--- config.mk ---
export PLATFORM = sky130hd
export DESIGN_NAME = pctl_exec
export DESIGN_NICKNAME = d
export VERILOG_FILES = /design/src/rtl/pctl_pkg.sv /design/src/rtl/pctl_decode.sv /design/src/rtl/pctl_timer.sv /design/src/rtl/pctl_flags.sv /design/src/rtl/pctl_exec.sv
export SDC_FILE = /design/constraint.sdc
export NUM_CORES = 1
export LEC_CHECK = 0
export ABC_CLOCK_PERIOD_IN_PS = 3200
export BUFFER_PORTS_ARGS = -buffer_cell sky130_fd_sc_hd__buf_2
export CAP_MARGIN = 25
export CELL_PAD_IN_SITES_DETAIL_PLACEMENT = 0
export CELL_PAD_IN_SITES_GLOBAL_PLACEMENT = 1
export CORE_ASPECT_RATIO = 1.1
export CORE_MARGIN = 3
export CORE_UTILIZATION = 44
export CTS_BUF_LIST = sky130_fd_sc_hd__clkbuf_4
export DETAILED_ROUTE_END_ITERATION = 6
export PLACE_DENSITY_LB_ADDON = 0.1
export SYNTH_ARGS = -nofsm -noshare
export SYNTH_HDL_FRONTEND = slang
export SYNTH_SLANG_ARGS = --single-unit
--- constraint.sdc ---
create_clock -name clk -period 3.2 [get_ports clk]
set_input_delay 0.16 -clock clk [delete_from_list [all_inputs] [get_ports clk]]
set_output_delay 0.16 -clock clk [all_outputs]
set_load 0.02 [all_outputs]
--- src/rtl/pctl_pkg.sv ---
package pctl_pkg;

  typedef enum logic [3:0] {
    K_CARRY_CLR, K_CARRY_INV, K_CARRY_SET,
    K_DIR_CLR,   K_DIR_SET,
    K_IE_CLR,    K_IE_SET,
    K_HALT,      K_TESTWAIT,  K_LOCKPFX,
    K_IDLEOP,    K_OTHER
  } op_kind_e;

  typedef enum logic [1:0] {
    ST_IDLE, ST_EXEC, ST_TEST, ST_HALT
  } exec_state_e;

  localparam logic [7:0] BYTE_CARRY_CLR = 8'hF8;
  localparam logic [7:0] BYTE_CARRY_INV = 8'hF5;
  localparam logic [7:0] BYTE_CARRY_SET = 8'hF9;
  localparam logic [7:0] BYTE_DIR_CLR   = 8'hFC;
  localparam logic [7:0] BYTE_DIR_SET   = 8'hFD;
  localparam logic [7:0] BYTE_IE_CLR    = 8'hFA;
  localparam logic [7:0] BYTE_IE_SET    = 8'hFB;
  localparam logic [7:0] BYTE_HALT      = 8'hF4;
  localparam logic [7:0] BYTE_TESTWAIT  = 8'h9B;
  localparam logic [7:0] BYTE_LOCKPFX   = 8'hF0;
  localparam logic [7:0] BYTE_IDLEOP    = 8'h90;

endpackage

--- src/rtl/pctl_decode.sv ---
module pctl_decode
  import pctl_pkg::*;
#(
  parameter int CNT_W     = 4,
  parameter int SHORT_CYC = 2,
  parameter int NOP_CYC   = 3
) (
  input  logic [7:0]       byte_i,
  output op_kind_e         kind_o,
  output logic [CNT_W-1:0] load_o
);

  localparam logic [CNT_W-1:0] SHORT_LOAD = CNT_W'(SHORT_CYC - 1);
  localparam logic [CNT_W-1:0] NOP_LOAD   = CNT_W'(NOP_CYC - 1);

  always_comb begin
    unique case (byte_i)
      BYTE_CARRY_CLR: kind_o = K_CARRY_CLR;
      BYTE_CARRY_INV: kind_o = K_CARRY_INV;
      BYTE_CARRY_SET: kind_o = K_CARRY_SET;
      BYTE_DIR_CLR:   kind_o = K_DIR_CLR;
      BYTE_DIR_SET:   kind_o = K_DIR_SET;
      BYTE_IE_CLR:    kind_o = K_IE_CLR;
      BYTE_IE_SET:    kind_o = K_IE_SET;
      BYTE_HALT:      kind_o = K_HALT;
      BYTE_TESTWAIT:  kind_o = K_TESTWAIT;
      BYTE_LOCKPFX:   kind_o = K_LOCKPFX;
      BYTE_IDLEOP:    kind_o = K_IDLEOP;
      default:        kind_o = K_OTHER;
    endcase
  end

  // The wait opcode reloads its own count once the test pin releases it.
  assign load_o = (kind_o == K_IDLEOP) ? NOP_LOAD : SHORT_LOAD;

endmodule

--- src/rtl/pctl_timer.sv ---
module pctl_timer #(
  parameter int CNT_W = 4
) (
  input  logic             clk,
  input  logic             rst_n,
  input  logic             load_i,
  input  logic [CNT_W-1:0] value_i,
  input  logic             run_i,
  output logic             zero_o
);

  logic [CNT_W-1:0] cnt_q;

  always_ff @(posedge clk or negedge rst_n) begin
    if (!rst_n)                    cnt_q <= '0;
    else if (load_i)               cnt_q <= value_i;
    else if (run_i && cnt_q != '0) cnt_q <= cnt_q - 1'b1;
  end

  assign zero_o = (cnt_q == '0);

endmodule

--- src/rtl/pctl_flags.sv ---
module pctl_flags
  import pctl_pkg::*;
(
  input  logic     clk,
  input  logic     rst_n,
  input  logic     apply_i,
  input  op_kind_e kind_i,
  output logic     cf_o,
  output logic     df_o,
  output logic     ie_o
);

  always_ff @(posedge clk or negedge rst_n) begin
    if (!rst_n) begin
      cf_o <= 1'b0;
      df_o <= 1'b0;
      ie_o <= 1'b0;
    end else if (apply_i) begin
      case (kind_i)
        K_CARRY_CLR: cf_o <= 1'b0;
        K_CARRY_SET: cf_o <= 1'b1;
        K_CARRY_INV: cf_o <= ~cf_o;
        K_DIR_CLR:   df_o <= 1'b0;
        K_DIR_SET:   df_o <= 1'b1;
        K_IE_CLR:    ie_o <= 1'b0;
        K_IE_SET:    ie_o <= 1'b1;
        default:     ;
      endcase
    end
  end

endmodule

--- src/rtl/pctl_exec.sv ---
module pctl_exec
  import pctl_pkg::*;
#(
  parameter int SHORT_CYC = 2,
  parameter int NOP_CYC   = 3,
  parameter int WAIT_CYC  = 6
) (
  input  logic       clk,
  input  logic       rst_n,
  input  logic       op_valid,
  input  logic [7:0] op_byte,
  output logic       op_ready,
  input  logic       test_n,
  input  logic       irq,
  output logic       busy,
  output logic       done,
  output logic       carry_flag,
  output logic       dir_flag,
  output logic       int_en,
  output logic       bus_lock,
  output logic       halted
);

  localparam int MAX_A   = (SHORT_CYC > NOP_CYC) ? SHORT_CYC : NOP_CYC;
  localparam int MAX_CYC = (MAX_A > WAIT_CYC) ? MAX_A : WAIT_CYC;
  localparam int CNT_W   = $clog2(MAX_CYC) + 1;
  localparam logic [CNT_W-1:0] WAIT_LOAD = CNT_W'(WAIT_CYC - 1);

  exec_state_e      state_q;
  op_kind_e         cur_kind_q;
  op_kind_e         dec_kind;
  logic [CNT_W-1:0] dec_load;
  logic             accept;
  logic             test_seen;
  logic             tmr_load;
  logic [CNT_W-1:0] tmr_value;
  logic             tmr_zero;
  logic             finish;

  pctl_decode #(
    .CNT_W(CNT_W), .SHORT_CYC(SHORT_CYC), .NOP_CYC(NOP_CYC)
  ) u_decode (
    .byte_i(op_byte), .kind_o(dec_kind), .load_o(dec_load)
  );

  assign op_ready  = (state_q == ST_IDLE);
  assign accept    = op_valid && op_ready;
  assign test_seen = (state_q == ST_TEST) && !test_n;
  assign tmr_load  = accept || test_seen;
  assign tmr_value = test_seen ? WAIT_LOAD : dec_load;
  assign finish    = (state_q == ST_EXEC) && tmr_zero;

  pctl_timer #(.CNT_W(CNT_W)) u_timer (
    .clk(clk), .rst_n(rst_n),
    .load_i(tmr_load), .value_i(tmr_value),
    .run_i(state_q == ST_EXEC), .zero_o(tmr_zero)
  );

  pctl_flags u_flags (
    .clk(clk), .rst_n(rst_n),
    .apply_i(finish), .kind_i(cur_kind_q),
    .cf_o(carry_flag), .df_o(dir_flag), .ie_o(int_en)
  );

  always_ff @(posedge clk or negedge rst_n) begin
    if (!rst_n) begin
      state_q    <= ST_IDLE;
      cur_kind_q <= K_IDLEOP;
      done       <= 1'b0;
      bus_lock   <= 1'b0;
    end else begin
      done <= finish;
      // release one cycle after the locked opcode reports done
      if (done && cur_kind_q != K_LOCKPFX) bus_lock <= 1'b0;
      if (finish && cur_kind_q == K_LOCKPFX) bus_lock <= 1'b1;
      case (state_q)
        ST_IDLE: if (accept) begin
          cur_kind_q <= dec_kind;
          state_q    <= (dec_kind == K_TESTWAIT) ? ST_TEST : ST_EXEC;
        end
        ST_TEST: if (!test_n) state_q <= ST_EXEC;
        ST_EXEC: if (tmr_zero) state_q <= (cur_kind_q == K_HALT) ? ST_HALT : ST_IDLE;
        ST_HALT: if (irq && int_en) state_q <= ST_IDLE;
        default: state_q <= ST_IDLE;
      endcase
    end
  end

  assign busy   = (state_q != ST_IDLE);
  assign halted = (state_q == ST_HALT);

endmodule

### Word-level counts from Yosys, hierarchy flattened

Index checks and enable logic that the tools add are counted.

| storage, ports and cells | value |
|---|---|
| word-level logic and storage cells | 80 |
| flip-flop bits (word level) | 15 |
| output and inout bits | 8 |

| cells by class | value |
|---|---|
| equal/unequal tests | 29 |
| $add $sub $neg | 1 |
| bitwise gates (word level) | 1 |
| multiplexer cells | 17 |
| reduce and logical (&&, ||, !) cells | 24 |

Operator list:

| kind | number |
|---|---|
| $eq A8 B8 Y1 const B | 11 |
| $pmux W4 S11 | 1 |
| $eq A4 B3 Y1 const B | 4 |
| $mux W2 | 7 |
| $eq A4 B4 Y1 const B | 3 |
| $mux W4 | 3 |
| $reduce_bool A2 Y1 | 5 |
| $eq A4 B2 Y1 const B | 2 |
| $logic_not A4 Y1 | 2 |
| $pmux W2 S4 | 1 |
| $reduce_and A2 Y1 | 4 |
| $logic_and A1 B1 Y1 | 7 |
| $eq A2 B2 Y1 const B | 2 |
| $eq A4 B1 Y1 const B | 1 |
| $ne A2 B1 Y1 const B | 2 |
| $ne A2 B2 Y1 const B | 2 |
| $ne A4 B4 Y1 const B | 1 |
| $pmux W1 S2 | 2 |
| $reduce_and A4 Y1 | 1 |
| $reduce_bool A4 Y1 | 1 |
| $sub A4 B1 Y4 const B | 1 |
| $pmux W1 S3 | 1 |
| $reduce_bool A3 Y1 | 1 |
| $eq A2 B1 Y1 const B | 1 |
| other kinds (5) | 6 |

### Depth between registers and ports, before layout

Gate-level depths: netlist of run 1.

| depth | value |
|---|---|
| depth in word-level cells | 6 |
| gate-level depth with buffers | 8 |
| depth with buffers taken out | 8 |

### Modules after synthesis

From an unflattened synthesis of run 1, not the netlist that was laid out.

| unflattened totals | value |
|---|---|
| cells, all modules | 116 |
| area total of the unflattened synthesis | 1106.1 um^2 |

By module, submodules not included:

| module | area each (um^2) | cells an instance | instances | sequential area each (um^2) |
|---|---|---|---|---|
| pctl_exec | 466.7 | 44 | 1 | 202.7 |
| pctl_timer | 270.3 | 27 | 1 | 100.1 |
| pctl_decode | 203.9 | 28 | 1 | 0.0 |
| pctl_flags | 165.2 | 17 | 1 | 75.1 |

### Least setup slack after synthesis of run 1

No wires, ideal clock.

| path | value |
|---|---|
| path kind | reg2reg |
| start | register u_timer.cnt_q[0] |
| end | register u_flags.df_o |
| clock period less this slack | 1.660 ns |
| library setup time | 0.074 ns |
| setup slack | 1.540 ns |
| arrival | 1.586 ns |
| cell stages (with the launch flop) | 8 |
| required time | 3.126 ns |
| path through | dfrtp_1 > inv_1 > ha_1 > or3b_4 > or2_4 > nor4b_4 > nor2_1 > o21ai_2 |

| between the ends | value |
|---|---|
| cells in the longest elaborated chain, start to end | 3 |

RTL lines:

| item | line | RTL |
|---|---|---|
| start: declaration | pctl_timer.sv:12 | `logic [CNT_W-1:0] cnt_q;` |
| start signal: assignment | pctl_timer.sv:16 | `else if (load_i) cnt_q <= value_i;` |
| start signal: assignment | pctl_timer.sv:17 | `else if (run_i && cnt_q != '0) cnt_q <= cnt_q - 1'b1;` |
| $logic_not A4 Y1 | pctl_timer.sv:20 | `assign zero_o = (cnt_q == '0);` |
| $logic_and A1 B1 Y1 | pctl_exec.sv:51 | `assign finish = (state_q == ST_EXEC) && tmr_zero;` |
| $reduce_and A2 Y1 (no line) | n/a |  |
| end signal: assignment | pctl_flags.sv:16 | `df_o <= 1'b0;` |
| end signal: assignment | pctl_flags.sv:23 | `K_DIR_CLR: df_o <= 1'b0;` |
| end signal: assignment | pctl_flags.sv:24 | `K_DIR_SET: df_o <= 1'b1;` |
| end: declaration | pctl_flags.sv:9 | `output logic df_o,` |

Every way passes these cells.
A chain may end at the register's enable or synchronous reset.

### Final worst setup path of run 1

Same ends and word-level chain as after synthesis.

==> metrics.md, run 1 <==
| Metric | Value |
|---|---|
| Run status | finished clean |
| Measured slew at the worst slew-check pin | 439.1 ps |
| Tot GR Track Use | 0.1528 |
| Sink Count | 15 |
| CP max-delay cell | dfrtp_1 |
| # port buffers | 20 |
| Prevailing post-synth register cell | dfrtp_1 |
| Largest cells by area after synthesis | dfrtp_1, nand2_1, dfstp_2, a21oi_1, inv_1 |
| Fin. Hold Viols | 0 |
| WP data arrival | 1990 ps |
| Largest family of logic cells by synthesized area | simple AND/OR/NAND/NOR gates |
| Adder-Cell Fraction of Synth Area | 0.01285 |
| Die Y | 55.33 um |
| Initial antenna violation count | 0 |
| Mux contribution to synthesized area | 0.01028 |
| RSZ-0062 raised after global routing | no |
| Total congestion overflow | 0 |
| I/O pins | 21 |
| First-pass GRT wire length | 3312 um |
| Die ar. | 2813 um2 |
| Post-synthesis sequential area ratio | 0.3882 |
| # DRC | 0 |
| Row count | 17 |
| Clock tree buffer depth | 2 |
| Syn-to-layout area delta | 15.94% |
| Endpoint class of the critical path | register |
| TritonCTS clock tree | yes |
| Commonest cells post-synth | nand2_1, dfrtp_1, a21oi_1, inv_1, nor2_1 |
| Worst Hold Class | in -> reg |
| Gp weighted congestion | 0.8095 |
| Hold WS | 145.0 ps |
| Met1 Use GR | 0.2030 |
| Fin crit period | 1764 ps |
| Antenna fix cells | 0 |
| Starting density of the core | 0.4718 |
| Dpl cells | 159 |
| Area leader, netlist | dfrtp_1 |
| Worst-skew pair later-pin latency | 290 ps |
| Final max-slew violation count | 0 |
| Synth Area in Compound Gates | 0.1877 |
| FF+latch count, synth | 15 |
| Synth unique cells | 43 |
| Crit-path cells | inv_1 > ha_1 > or3b_4 > or2_4 > nor4b_4 > nor2_1 > o21ai_2 |
| CTS Buf Count | 3 |
| Endpoints failing setup | 0 |
| Startpoint Class | register |
| Synth Area in Simple Gates | 0.3252 |
| Setup CP Type | reg -> reg |
| WL per Instance | 12.34 um |
| Share of layout cells above drive strength 1 | 0.2426 |
| Critical Path Max Stage Delay | 410 ps |
| P_leak | 0.5124 nW |
| Crit share post-route | 0.5511 |
| Fin nets | 151 |
| Mapped Cells | 115 |
| Post-synth EDFFs | 0 |
| Clock-pin slew on the worst setup and hold paths | 100 ps |
| Final WL | 2024 um |
| Layout Cells excl Fill | 164 |
| Via count | 873 |
| DR pass1 iterations | 4 |
| Final HPWL DP | 1540 um |
| Fin area | 1129 um2 |
| Via count of the first global-routing pass | 797 |
| Clk root buf | clkbuf_4 |
| Die X-Extent | 50.85 um |
| Max Fanout on Critical Path | 4 |
| Met2 Use GR | 0.2332 |
| Met3 usage | 0.02695 |
| DRT iter0 DRCs | 25 |
| CP top delay family | simple AND/OR/NAND/NOR gates |
| Core Region | 2063 um2 |
| Max Cap Viol | 0 |
| Pre-CTS worst setup slack | 1454 ps |
| Synth Area in XOR/XNOR | 0.02699 |
| Post-synthesis cell area | 973.4 um2 |
| Grt peak-use layer | met2 |
| Post-CTS Resized | 0 |
| Max-slew headroom | 0.7046 |
| Max IR drop VDD | 0.0004608 V |
| Fraction of registers with async set/reset | 1.000 |
| Most numerous cell in the Yosys netlist | nand2_1 |
| Average size of a mapped cell | 8.465 um2 |
| Required time of the critical path | 3420 ps |
| Buf+Inv Stages, Crit Path | 1 |
| Fmax | 0.5670 GHz |
| Area post-placement | 1091 um2 |
| Via density per instance | 5.323 |
| PnR worst setup slack | 1436 ps |
| Largest net degree at the start of global routing | 16 |
| Routed Antenna Nets | 0 |
| Pwr Density | 783.7 nW/um2 |
| Post-synth top area share | 0.3342 |
| Htree depth | 1 |
| Synth Warn # | 0 |
| Post-route setup TNS | 0 ps |
| Clock Skews | 4.161 ps |
| Post-synth net total | 129 |
[worst register-to-register path, stage by stage, from the launching register on]
cell and delay, ps:
dfrtp_1 410, inv_1 70, ha_1 150, or3b_4 390
or2_4 260, nor4b_4 240, nor2_1 80, o21ai_2 100
[layout make-up]
type	count	area, um2
flip-flops and latches	15	377.9
multi-input cells	88	548.0
repair buffers	21	110.1
fillers	207	934.6
clock buffers	3	22.52
clock inverters	1	5.005
inverters	8	30.03
well taps	28	35.03
[flip-flops by register name, summed over array words and instances (netlist names)]
| register | cells |
|---|---|
| u_flags.ie_o | 1 |
| u_flags.df_o | 1 |
| u_flags.cf_o | 1 |
| u_timer.cnt_q | 4 |
| cur_kind_q | 4 |
| state_q | 2 |
| done | 1 |
| bus_lock | 1 |
[power breakdown]
| group | total (mW) | internal, mW | switching, mW | leakage, nW |
|---|---|---|---|---|
| Sequential | 0.366 | 0.274 | 0.0925 | 0.178 |
| Clock | 0.111 | 0.0465 | 0.0649 | 0.0177 |
| Combinational | 0.407 | 0.180 | 0.227 | 0.317 |
[per-layer routing]
layer	routed length [um]	vias to the layer above	share of wire
li1	-	457	-
met2	909	18	0.45
met1	991	394	0.49
met5	0	-	0
met3	86	4	0.042
met4	38	0	0.019
[final timing paths]
check	cells after the start	slack [ps]	endpoint	startpoint
worst min-delay path	4	140	u_timer.cnt_q[2]	test_n
worst max register to register	7	1440	u_flags.df_o	u_timer.cnt_q[0]
min in group asynchronous	2	310	done	rst_n
max in group asynchronous	2	2590	cur_kind_q[3]	rst_n
worst min register to register	2	480	bus_lock	bus_lock
worst max-delay path	7	1440	u_flags.df_o	u_timer.cnt_q[0]
[through the flow]
| stage | utilization | power [mW] |
|---|---|---|
| 3_5_place_dp | 0.5288 | 0.7803 |
| 3_3_place_gp | 0.5288 | 0.7687 |
| 5_1_grt | 0.5470 | 0.9627 |
| 4_1_cts | 0.5470 | 0.8946 |
| 6_report | 0.5470 | 0.8844 |
| 2_1_floorplan | - | 0.6729 |
[cell families (layout without fill, tap and decap cells)]
| kind of cell | Yosys count | after routing |
|---|---|---|
| adders and majority gates | 1 | 1 |
| and+or+nand+nor | 55 | 55 |
| xor gates and xnor gates | 3 | 3 |
| DFF | 15 | 15 |
| AOI/OAI and AO/OA | 28 | 28 |
| buffers and inverters | 12 | 33 |
| muxes | 1 | 1 |
[layout by cell type (no fill, tap or decap), drive strengths merged, types with 2 or more instances in the layout]
cell / instances
dfstp: 2
inv: 8
and2: 2
clkbuf: 3
nor2b: 3
buf: 20
a21oi: 8
o211ai: 3
o31ai: 2
nand3: 2
nor4b: 2
nor2: 6
nand2: 21
nand4: 4
dfrtp: 13
nor4: 2
xnor2: 2
nor3: 4
o21ai: 7
[repair_timing]
action | in CTS | in global routing
hold buffers | 1 | 0
endpoints found under the hold margin | 13 | 0
setup endpoints to repair | 0 | 0
buffers inserted | 0 | 0
Note: power is estimated with default switching activity, not from simulation.
==> run 2: changes to the inputs <==
Settings changed: ABC_CLOCK_PERIOD_IN_PS 3200 to 1690, CORE_UTILIZATION 44 to 41.
Clock period 3.2 ns to 1.69 ns, I/O delays scaled along.
==> run 2 against run 1 <==
The flow now finishes with violations (setup timing). Register-to-register slack got worse by 1500 ps. Critical path depth stayed put. Maximum frequency is 0.74% higher. Worst setup slack lost 1500 ps. Sequential cell count is the same. Clock-buffer cell count up 1. Power rose by 100%. Sequential power rose by 85%. Clock power is 96% higher. First-iteration DRC count down 92%. Critical path type unchanged. Critical endpoint unchanged. Largest cell class unchanged.
==> metrics.md, run 2 (synthesis results as in run 1) <==
| Metric | Value |
|---|---|
| Reg2reg end | u_flags.df_o |
| Gp weighted congestion | 0.7381 |
| Pre-CTS worst setup slack | -47.32 ps |
| Depth of the worst hold-timing path | 4 |
| Worst Hold Class | in -> reg |
| Setup CP Type | reg -> reg |
| Crit share post-route | 1.036 |
| Pwr Density | 1495 nW/um2 |
| I/O pins | 21 |
| Top flop regs | cur_kind_q: 4 flops, u_timer.cnt_q: 4 flops, state_q: 2 flops |
| Die ar. | 2996 um2 |
| Fin nets | 159 |
| # fillers | 198 |
| Worst Hold End | u_timer.cnt_q[2] |
| Share of layout cells above drive strength 1 | 0.2986 |
| Die Y | 57.11 um |
| Sink Count | 15 |
| Antenna fix cells | 0 |
| CTS Buf Count | 3 |
| Via count | 915 |
| Startpoint Class | register |
| WL per Instance | 11.91 um |
| Internal reg-to-reg setup slack | -60 ps |
| Clock Skews | 5.120 ps |
| Clk root buf | clkbuf_4 |
| Largest net degree at the start of global routing | 16 |
| WP data arrival | 1960 ps |
| Max IR drop VDD | 0.0007050 V |
| Post-route setup TNS | -120.0 ps |
| Required time of the critical path | 1900 ps |
| Fmax | 0.5712 GHz |
| Row count | 17 |
| # DRC | 0 |
| Via density per instance | 5.320 |
| Endpoint class of the critical path | register |
| # port buffers | 20 |
| PnR worst setup slack | -60.58 ps |
| Core Region | 2127 um2 |
| Hold_sp | test_n |
| Routed Antenna Nets | 0 |
| Worst R2R Start | u_timer.cnt_q[0] |
| Measured slew at the worst slew-check pin | 342.3 ps |
| Total congestion overflow | 0 |
| Commonest cells after routing, fill and taps aside | nand2_1, buf_2, dfrtp_1, inv_1, buf_4 |
| Tot GR Track Use | 0.1524 |
| Final WL | 2048 um |
| Starting density of the core | 0.4576 |
| Failing checks | setup timing |
| Final max-slew violation count | 0 |
| RSZ-0062 raised after global routing | yes |
| DR pass1 iterations | 3 |
| Max-slew headroom | 0.7686 |
| Clock-pin slew on the worst setup and hold paths | 90 ps |
| Clock tree buffer depth | 2 |
| Htree depth | 1 |
| Initial antenna violation count | 0 |
| Fin crit period | 1751 ps |
| Die X-Extent | 52.46 um |
| P_leak | 0.5523 nW |
| FF-to-FF path depth | 7 |
| Syn-to-layout area delta | 23.01% |
| DRT iter0 DRCs | 2 |
| Max Cap Viol | 0 |
| Via count of the first global-routing pass | 845 |
| Fin. Hold Viols | 0 |
| TritonCTS clock tree | yes |
| Endpoints failing setup | 2 |
| Max Fanout on Critical Path | 4 |
| Run status | finished, violations left |
| Final HPWL DP | 1632 um |
| Worst-skew pair later-pin latency | 280 ps |
| First-pass GRT wire length | 3505 um |
## run 2: changes by cell type in the layout (fill, tap and decap cells not counted), sizes merged
cell	change
buf	+8
clkbuf	+1
clkinv	-1
## run 2: power by group
group | internal, mW | switching (mW)
registers | 0.518 | 0.157
clock network | 0.108 | 0.111
logic | 0.424 | 0.472
## run 2: critical path, stage by stage (launching register included)
cell and delay [ps]:
dfrtp_1 390, inv_1 60, ha_1 150, or3b_4 400, or2_4 260, nor4b_4 240
nor2_1 80, o21ai_2 110
## run 2: area by class of cell
class,instances,area [um2],area share
multi-input cells,88,554.3,0.4629
well taps,28,35.03,0.02926
inverters,8,30.03,0.02508
flip-flops and latches,15,377.9,0.3156
clock buffers,4,30.03,0.02508
repair buffers,29,170.2,0.1421
## run 2: timing repair
item,4_1_cts,5_1_grt
gates cloned,0,0
hold endpoints to repair,15,0
setup buffers,1,1
pin swaps,2,1
endpoints found under the setup margin,2,5
hold buffers,1,0
resized for setup,0,2
## run 2: per-layer routing
| metal | vias up | wire length [um] | global-route usage | part of all wire |
|---|---|---|---|---|
| li1 | 467 | - | - | - |
| met4 | 0 | 21 | 0.06569 | 0.010 |
| met1 | 424 | 966 | 0.1886 | 0.47 |
| met5 | - | 0 | 0 | 0 |
| met2 | 22 | 975 | 0.2571 | 0.48 |
| met3 | 2 | 85 | 0.02350 | 0.042 |
## run 2: how the worst max path moves through the flow
stage                   end  slack (ps)              from  cells past startpoint
2_1_floorplan  u_flags.df_o          30  u_timer.cnt_q[0]                      7
3_3_place_gp   u_flags.df_o          20  u_timer.cnt_q[0]                      7
3_5_place_dp   u_flags.ie_o         -50  u_timer.cnt_q[0]                      7
4_1_cts        u_flags.df_o         -70  u_timer.cnt_q[0]                      7
5_1_grt        u_flags.ie_o        -110  u_timer.cnt_q[0]                      8
6_report       u_flags.df_o         -60  u_timer.cnt_q[0]                      7
## run 2: per-stage QoR
step / std cells / total power, mW / instance area, um2 / utilization / hold WS [ps]
global route: 172 / 1.950 / 1197 / 0.5629 / 91.39
detailed placement: 165 / 1.533 / 1136 / 0.5341 / 4.883
finish: 172 / 1.790 / 1197 / 0.5629 / 96.67
CTS: 171 / 1.773 / 1184 / 0.5565 / 90.54
global placement: 165 / 1.513 / 1136 / 0.5341 / 2.618
floorplan: 115 / 1.274 / 973.4 / - / -211.1
